## config.mk

```make
export PLATFORM = sky130hd
export DESIGN_NAME = sdiv_unit
export DESIGN_NICKNAME = d
export VERILOG_FILES = /design/src/rtl/sdiv_pkg.sv /design/src/rtl/sdiv_core.sv /design/src/rtl/sdiv_ctrl.sv /design/src/rtl/sdiv_status.sv /design/src/rtl/sdiv_unit.sv
export SDC_FILE = /design/constraint.sdc
export NUM_CORES = 1
export LEC_CHECK = 0
export BUFFER_PORTS_ARGS = -buffer_cell sky130_fd_sc_hd__clkbuf_2
export CORE_ASPECT_RATIO = 0.9
export CORE_MARGIN = 2
export CORE_UTILIZATION = 45
export CTS_CLUSTER_DIAMETER = 100
export CTS_CLUSTER_SIZE = 28
export DETAILED_ROUTE_END_ITERATION = 12
export GPL_ROUTABILITY_DRIVEN = 0
export HOLD_SLACK_MARGIN = 0.02
export PLACE_DENSITY_LB_ADDON = 0.12
export SLEW_MARGIN = 15
export SYNTH_ARGS = -nofsm -noshare
export SYNTH_HDL_FRONTEND = slang
export SYNTH_SLANG_ARGS = --single-unit
```

## constraint.sdc

```tcl
create_clock -name clk -period 3.6 [get_ports clk]
set_input_delay 0.54 -clock clk [delete_from_list [all_inputs] [get_ports clk]]
set_output_delay 0.54 -clock clk [all_outputs]
set_load 0.03 [all_outputs]
```

## src/rtl/sdiv_pkg.sv

```systemverilog
package sdiv_pkg;

    typedef enum logic {
        ST_IDLE,
        ST_RUN
    } sdiv_state_t;

    typedef enum logic [2:0] {
        FIN_NONE,
        FIN_NORMAL,
        FIN_SAT,
        FIN_OVF_TRAP,
        FIN_ZERO_TRAP
    } sdiv_fin_t;

    localparam logic [1:0] TT_NONE = 2'd0;
    localparam logic [1:0] TT_OVF  = 2'd2;
    localparam logic [1:0] TT_ZERO = 2'd3;

endpackage

```

## src/rtl/sdiv_core.sv

```systemverilog
module sdiv_core #(
    parameter int W = 32
) (
    input  logic         clk,
    input  logic         load,
    input  logic         step,
    input  logic [W-1:0] dividend,
    input  logic [W-1:0] divisor,
    output logic         is_zero,
    output logic         is_ovf,
    output logic [W-1:0] q_final
);
    localparam logic [W-1:0] MINV = {1'b1, {(W-1){1'b0}}};

    logic [W-1:0] rem_q, quo_q, dvs_q;
    logic         neg_q;
    logic [W:0]   shifted, diff;
    logic         ge;
    logic [W-1:0] nrem, nquo;
    logic [W-1:0] a_abs, b_abs;

    // corner-case classification on the raw operands
    always_comb begin
        is_zero = (divisor == '0);
        is_ovf  = (dividend == MINV) && (divisor == '1);
        a_abs   = dividend[W-1] ? (~dividend + 1'b1) : dividend;
        b_abs   = divisor[W-1]  ? (~divisor + 1'b1)  : divisor;
    end

    // one restoring step: shift in the next dividend bit, try subtract
    always_comb begin
        shifted = {rem_q, quo_q[W-1]};
        diff    = shifted - {1'b0, dvs_q};
        ge      = ~diff[W];
        nrem    = ge ? diff[W-1:0] : shifted[W-1:0];
        nquo    = {quo_q[W-2:0], ge};
        q_final = neg_q ? (~nquo + 1'b1) : nquo;
    end

    always_ff @(posedge clk) begin
        if (load) begin
            rem_q <= '0;
            quo_q <= a_abs;
            dvs_q <= b_abs;
            neg_q <= dividend[W-1] ^ divisor[W-1];
        end else if (step) begin
            rem_q <= nrem;
            quo_q <= nquo;
        end
    end

endmodule

```

## src/rtl/sdiv_ctrl.sv

```systemverilog
module sdiv_ctrl
    import sdiv_pkg::*;
#(
    parameter int W = 32
) (
    input  logic      clk,
    input  logic      rst,
    input  logic      start,
    input  logic      is_zero,
    input  logic      is_ovf,
    input  logic      mask_exc,
    output logic      busy,
    output logic      load,
    output logic      step,
    output sdiv_fin_t fin
);
    localparam int CW = (W > 1) ? $clog2(W) : 1;

    sdiv_state_t   state_q, state_d;
    logic [CW-1:0] cnt_q;
    logic          last;

    assign last = (cnt_q == CW'(W - 1));
    assign busy = (state_q == ST_RUN);

    always_ff @(posedge clk) begin
        if (rst) state_q <= ST_IDLE;
        else     state_q <= state_d;
    end

    always_comb begin
        state_d = state_q;
        load    = 1'b0;
        step    = 1'b0;
        fin     = FIN_NONE;
        unique case (state_q)
            ST_IDLE: begin
                if (start) begin
                    if (is_zero)     fin = FIN_ZERO_TRAP;
                    else if (is_ovf) fin = mask_exc ? FIN_SAT : FIN_OVF_TRAP;
                    else begin
                        load    = 1'b1;
                        state_d = ST_RUN;
                    end
                end
            end
            ST_RUN: begin
                step = 1'b1;
                if (last) begin
                    fin     = FIN_NORMAL;
                    state_d = ST_IDLE;
                end
            end
        endcase
    end

    always_ff @(posedge clk) begin
        if (rst || load) cnt_q <= '0;
        else if (step)   cnt_q <= cnt_q + 1'b1;
    end


    run_count_chk: assert property (@(posedge clk) disable iff (rst)
        (busy && !last) |=> busy);

endmodule

```

## src/rtl/sdiv_status.sv

```systemverilog
module sdiv_status
    import sdiv_pkg::*;
#(
    parameter int         W        = 32,
    parameter logic [4:0] ERR_CODE = 5'h13
) (
    input  logic         clk,
    input  logic         rst,
    input  sdiv_fin_t    fin,
    input  logic [W-1:0] q_final,
    input  logic         clr_acc,
    output logic [W-1:0] quotient,
    output logic         wr_en,
    output logic         done,
    output logic         trap,
    output logic [1:0]   trap_type,
    output logic         err_valid,
    output logic [4:0]   err_code,
    output logic         accrued
);
    localparam logic [W-1:0] MINV = {1'b1, {(W-1){1'b0}}};
    localparam logic [W-1:0] SATV = {1'b0, {(W-1){1'b1}}};

    always_ff @(posedge clk) begin
        if (rst) begin
            quotient  <= '0;
            wr_en     <= 1'b0;
            done      <= 1'b0;
            trap      <= 1'b0;
            trap_type <= TT_NONE;
            err_valid <= 1'b0;
            err_code  <= '0;
        end else begin
            done  <= (fin != FIN_NONE);
            wr_en <= 1'b0;
            trap  <= 1'b0;
            unique case (fin)
                FIN_NONE: ;
                FIN_NORMAL, FIN_SAT: begin
                    quotient  <= (fin == FIN_SAT) ? SATV : q_final;
                    wr_en     <= 1'b1;
                    trap_type <= TT_NONE;
                    err_valid <= 1'b0;
                    err_code  <= '0;
                end
                FIN_OVF_TRAP: begin
                    quotient  <= MINV;
                    wr_en     <= 1'b1;
                    trap      <= 1'b1;
                    trap_type <= TT_OVF;
                    err_valid <= 1'b1;
                    err_code  <= ERR_CODE;
                end
                FIN_ZERO_TRAP: begin
                    trap      <= 1'b1;
                    trap_type <= TT_ZERO;
                    err_valid <= 1'b1;
                    err_code  <= ERR_CODE;
                end
                default: ;
            endcase
        end
    end

    always_ff @(posedge clk) begin
        if (rst)                 accrued <= 1'b0;
        else if (fin == FIN_SAT) accrued <= 1'b1;
        else if (clr_acc)        accrued <= 1'b0;
    end


    accrued_sticky_chk: assert property (@(posedge clk) disable iff (rst)
        (accrued && !clr_acc) |=> accrued);


    zero_nowrite_chk: assert property (@(posedge clk) disable iff (rst)
        (trap && trap_type == TT_ZERO) |-> !wr_en);


    ovf_write_chk: assert property (@(posedge clk) disable iff (rst)
        (trap && trap_type == TT_OVF) |-> (wr_en && quotient == MINV));


    err_code_chk: assert property (@(posedge clk) disable iff (rst)
        trap |-> (err_valid && err_code == ERR_CODE));


    sat_value_chk: assert property (@(posedge clk) disable iff (rst)
        (done && !trap && $rose(accrued)) |-> (wr_en && quotient == SATV));

endmodule

```

## src/rtl/sdiv_unit.sv

```systemverilog
module sdiv_unit
    import sdiv_pkg::*;
#(
    parameter int         W        = 32,
    parameter logic [4:0] ERR_CODE = 5'h13
) (
    input  logic         clk,
    input  logic         rst,
    input  logic         start,
    input  logic [W-1:0] dividend,
    input  logic [W-1:0] divisor,
    input  logic         mask_exc,
    input  logic         clr_accrued,
    output logic         busy,
    output logic         done,
    output logic [W-1:0] quotient,
    output logic         wr_en,
    output logic         trap,
    output logic [5:0]   err_word,
    output logic [5:0]   stat_word
);
    logic         is_zero, is_ovf, load, step;
    logic [W-1:0] q_final;
    sdiv_fin_t    fin;
    logic [1:0]   trap_type;
    logic         err_valid, accrued;
    logic [4:0]   err_code;

    sdiv_core #(.W(W)) u_core (
        .clk      (clk),
        .load     (load),
        .step     (step),
        .dividend (dividend),
        .divisor  (divisor),
        .is_zero  (is_zero),
        .is_ovf   (is_ovf),
        .q_final  (q_final)
    );

    sdiv_ctrl #(.W(W)) u_ctrl (
        .clk      (clk),
        .rst      (rst),
        .start    (start),
        .is_zero  (is_zero),
        .is_ovf   (is_ovf),
        .mask_exc (mask_exc),
        .busy     (busy),
        .load     (load),
        .step     (step),
        .fin      (fin)
    );

    sdiv_status #(.W(W), .ERR_CODE(ERR_CODE)) u_status (
        .clk       (clk),
        .rst       (rst),
        .fin       (fin),
        .q_final   (q_final),
        .clr_acc   (clr_accrued),
        .quotient  (quotient),
        .wr_en     (wr_en),
        .done      (done),
        .trap      (trap),
        .trap_type (trap_type),
        .err_valid (err_valid),
        .err_code  (err_code),
        .accrued   (accrued)
    );

    assign err_word  = {err_code, err_valid};
    assign stat_word = {mask_exc, trap_type, accrued, 2'b00};


    done_idle_chk: assert property (@(posedge clk) disable iff (rst)
        done |-> !busy);


    busy_entry_chk: assert property (@(posedge clk) disable iff (rst)
        $rose(busy) |-> $past(start));


    write_with_done_chk: assert property (@(posedge clk) disable iff (rst)
        wr_en |-> done);

endmodule

```

# --- Word-level counts from Yosys, hierarchy flattened ---
# Cells that the tools add are included.
totals:
  ff_bits: 147
  output_inout_bits: 48
op_classes:
  add_sub_neg: 5
  n_eq_ne: 7
  mux: 28
  n_bitwise: 6
  n_reduce_logical: 12
op_table:
  columns: ["cell", "n"]
  rows:
  - ["$mux W32", 6]
  - ["$add A32 B1 Y32 const B", 3]
  - ["$not A32 Y32", 3]
  - ["$eq A32 B32 Y1 const B", 2]
  - ["$pmux W32 S2", 1]
  - ["$sub A33 B32 Y33", 1]
  - ["$logic_not A32 Y1", 1]
  - ["$mux W31", 1]
  - ["$mux W1", 12]
  - ["$pmux W5 S2", 1]
  - ["$mux W3", 3]
  - ["$reduce_bool A2 Y1", 4]
  - ["$eq A3 B2 Y1 const B", 2]
  - ["$pmux W2 S3", 1]
  - ["$pmux W3 S2", 1]
  - ["$reduce_bool A3 Y1", 2]
  - ["$add A5 B1 Y5 const B", 1]
  - ["$eq A5 B5 Y1 const B", 1]
  - ["$pmux W1 S2", 2]
  - ["$reduce_or A2 Y1", 2]
  - ["$eq A3 B1 Y1 const B", 1]
  - ["$eq A3 B3 Y1 const B", 1]
  - ["$reduce_or A3 Y1", 1]
  - ["$not A1 Y1", 2]
  - ["3 further kinds", 3]

# --- Longest topological paths before layout ---
depth:
  depth_word: 9
  mapped_depth: 19

# --- By module ---
# From an unflattened synthesis, not the netlist that was laid out.
hier_totals:
  hier_cells: 1102
  hier_area_um2: 10060.9
modules_own_cells:
  columns: ["module", "instances", "cells_per_inst", "area_each_um2", "seq_area_each_um2"]
  rows:
  - ["sdiv_core", 1, 881, 7723.7, 2592.5]
  - ["sdiv_status", 1, 182, 1956.9, 760.7]
  - ["sdiv_ctrl", 1, 33, 339.1, 120.1]
  - ["sdiv_unit", 1, 6, 41.3, 0.0]

# --- Worst setup path after synthesis ---
# Ideal clock, no wire load.
synth_path:
  path_type: "reg2reg"
  startpoint: "register u_core.dvs_q[4]"
  endpoint: "register u_status.quotient[26]"
  setup_time_ps: 92
  t_arrival_ps: 3490
  required_time_ps: 3508
  slack_ps: 18
  path_stages_with_launch: 18
  n_path_buf: 2
  cell_sequence: "edfxtp_1 inv_1 ha_1 a21oi_1 inv_1 a2111oi_2 o21ai_1 a21oi_2 xnor2_1 inv_1 buf_2 buf_2 ha_1 nand3_1 o31ai_1 xnor2_1 nor2_1 o32ai_1"
synth_between:
  elab_chain_len: 7
synth_rtl:
  columns: ["element", "line", "source"]
  rows:
  - ["from (decl)", "sdiv_core.sv:15", "logic [W-1:0] rem_q, quo_q, dvs_q;"]
  - ["from (signal assigned)", "sdiv_core.sv:44", "dvs_q <= b_abs;"]
  - ["$sub A33 B32 Y33", "sdiv_core.sv:33", "diff = shifted - {1'b0, dvs_q};"]
  - ["$not A1 Y1", "sdiv_core.sv:34", "ge = ~diff[W];"]
  - ["$not A32 Y32", "sdiv_core.sv:37", "q_final = neg_q ? (~nquo + 1'b1) : nquo;"]
  - ["$add A32 B1 Y32", "sdiv_core.sv:37", null]
  - ["$mux W32", "sdiv_core.sv:37", null]
  - ["$mux W32", "sdiv_status.sv:40", "quotient <= (fin == FIN_SAT) ? SATV : q_final;"]
  - ["$pmux W32 S2", "sdiv_status.sv:37", "unique case (fin)"]
  - ["to (signal assigned)", "sdiv_status.sv:40", null]
  - ["to (decl)", "sdiv_status.sv:12", "output logic [W-1:0] quotient,"]
# No other way between the ends.
# A chain may end at the register's enable or synchronous reset.

# --- Worst setup path in the final report ---
layout_path:
  startpoint: "register u_core.dvs_q[0]"
  endpoint: "register u_status.quotient[18]"
# Same word-level chain as after synthesis.

==> metrics <==
final cell count without fillers=1,496; top post-synthesis cells by area=edfxtp_1, dfxtp_1, a21oi_1, xnor2_1, ha_1; RSZ-0062 raised after global routing=no; CTS tree=built; pin count of the biggest net entering global routing=49; post-layout util=52.8%; Worst Path Required=3.90 ns; Post-synth ARST share=0%; die area=22,300 sq um; area of the multi-input gates=5550 sq um; Max FO, Critical Path=5; post-detail-place hpwl=19.3 mm; warning count from the yosys run=0; vias post-DR=8,497; final cycle utilization of the critical path=91.7%; kind of critical path=flop to flop; Post-synth EDFFs=65; area grow syn2layout=15.4%; Tmin final=3.30 ns; final hold vios=0; core area=20,800 sq um; top_reg_cell synth=dfxtp_1; Worst slew margin=37.2%; n_diodes=0; clock buffer depth=2; synthesized cell area=9510 sq um; drt pass-1 iters=5; die width=157 um; clk root buf=clkbuf_16; Final Setup Violations=0; post-synth cell types=74; Synth top area share=20.5%; chip height=142 um; FF+latch count, synth=142; I/O Pins=117; Clock transition at path regs=0.06 ns; dpl cells=1,464; Nets=1,305; clock skew=0.0160 ns; routed len/inst=17.4 um; register area=3490 sq um; Max Clock Freq=303 MHz; overall power=0.00455 W; number of CTS-inserted buffers=17; clk_lat worst skew=0.43 ns; max_cap viols=0; DR vias/cell=5.68; CTS Sinks=142; GR Overflow Total=0; most common cell in the netlist=a21oi_1; Worst IR Drop VDD=0.302 mV; Least-Margin Pin Slew=0.942 ns; setup TNS=0 ns; Syn Area/Cell=8.59 sq um; CTS H-tree depth=4; power density cells=415 nW/um^2; antenna viol nets, final=0; vias in the first global route=7,513; Leak Pwr=4.32 nW; status=finished, final reports clean; Slew Limit Fails=0; post-route design area=11,000 sq um; synth cell count leaders=a21oi_1, nand2_1, nor2_1, dfxtp_1, o21ai_0; Syn Inst Count=1,107; GR Util All Layers=23.4%; cell accounting for the most synthesized area=edfxtp_1; element type at the critical path start=flop; CP arrival=3.60 ns; layout cells sized above 1=18.1%; I/O Buffers=112; worst hold path type=input pin to flop; register area share after synthesis=36.7%; Total Wirelength=26.0 mm; # rows=50; initial antenna violation count=0; # fillers=2,004; drt initial violations=700; DRC Markers=0; CP endpoint kind=flop; Initial Util=45.8%; first-pass GRT wire length=40.7 mm; Post-Place Cell Area=10,400 sq um
-- what timing repair did --
| action | CTS | global route |
|---|---|---|
| hold buffers | 0 | 0 |
| buffers inserted | 0 | 0 |
| resized for setup | 0 | 7 |
| hold endpoints to repair | 0 | 0 |
| setup endpoints to repair | 0 | 3 |
-- path summary, 6_finish.rpt --
path,startpoint,to,slack (ns),depth (start not counted)
worst max register to register,u_core.dvs_q[0],u_status.quotient[18],0.30,15
worst min-delay path,divisor[0],u_core.dvs_q[0],0.38,1
worst max-delay path,u_core.dvs_q[0],u_status.quotient[18],0.30,15
worst min register to register,u_status.trap_type[1],u_status.trap_type[1],0.45,2
-- cells by family after synthesis --
family / Yosys count / share of synthesized area (%)
AO/OA/AOI/OAI: 346 / 23.8
XOR/XNOR: 98 / 9.03
adder cells (fa/ha/maj): 39 / 5.21
buffers and inverters: 127 / 5.54
flip-flops: 142 / 36.7
multiplexers: 17 / 1.87
other: 1 / 0.0394
AND/OR/NAND/NOR: 337 / 17.8
-- flip-flops by register name, summed over array words and instances (netlist names) --
register            cells
u_ctrl.cnt_q            5
u_status.accrued        1
u_ctrl.busy             1
u_status.err_code       1
u_core.neg_q            1
u_status.quotient      32
u_status.wr_en          1
u_core.dvs_q           32
u_status.trap_type      2
u_core.quo_q           32
u_status.trap           1
u_core.rem_q           32
u_status.done           1
-- layer usage --
layer	wire length, um	part of all wire [%]	vias to the layer above	track usage [%]
li1	-	-	4239	-
met3	2020	7.7	18	5.01
met2	9840	38	297	30.0
met5	0	0	-	0
met1	14000	54	3943	38.6
met4	205	0.79	0	5.60
-- area by class of cell --
| cell class | count | area share (%) |
|---|---|---|
| Clock buffer | 17 | 3.88 |
| Tap cell | 286 | 3.26 |
| Inverter | 57 | 1.95 |
| Multi-Input combinational cell | 841 | 50.6 |
| Sequential cell | 142 | 31.9 |
| Timing Repair Buffer | 138 | 7.00 |
| Clock inverter | 15 | 1.48 |
-- worst max-delay path, stage by stage (launching register included) --
cell and delay, ns:
edfxtp_1 0.37, ha_1 0.24, fa_1 0.42, nand2b_1 0.20
a21oi_2 0.20, a2111oi_2 0.07, o21ai_1 0.21, a21oi_2 0.12
xnor2_2 0.15, inv_1 0.09, ha_1 0.22, nand2_1 0.16
o31ai_1 0.32, xnor2_1 0.12, o21ai_0 0.23, a21oi_1 0.06
-- power by group --
group          internal (W)  switching (W)  leakage, nW  total (W)
clock               0.00103       0.000751        0.281    0.00178
sequential          0.00182       0.000126         1.25    0.00195
combinational      0.000331       0.000487         2.79   0.000819
total               0.00318        0.00136         4.32    0.00455
-- per-stage QoR --
stage               setup WS, ns  hold WS (ns)
floorplan                 0.0176         0.443
global placement           0.167         0.447
detailed placement         0.146         0.448
CTS                        0.177         0.359
global route              0.0272         0.366
finish                     0.299         0.376
-- cell usage in the layout (no fill, tap or decap), types with 18 or more instances in the layout --
cell and n:
buf_4 25, or3_1 18, nor3_1 26, dfxtp_1 76, nand2_1 101, ha_1 38, xnor2_1 56, a211oi_1 19
o31ai_1 30, nand3_1 21, o21ai_0 67, edfxtp_1 65, clkbuf_2 112, nor2_1 77, inv_1 57, a21oi_1 104
xor2_1 41
Note: power is estimated with default switching activity, not from simulation.
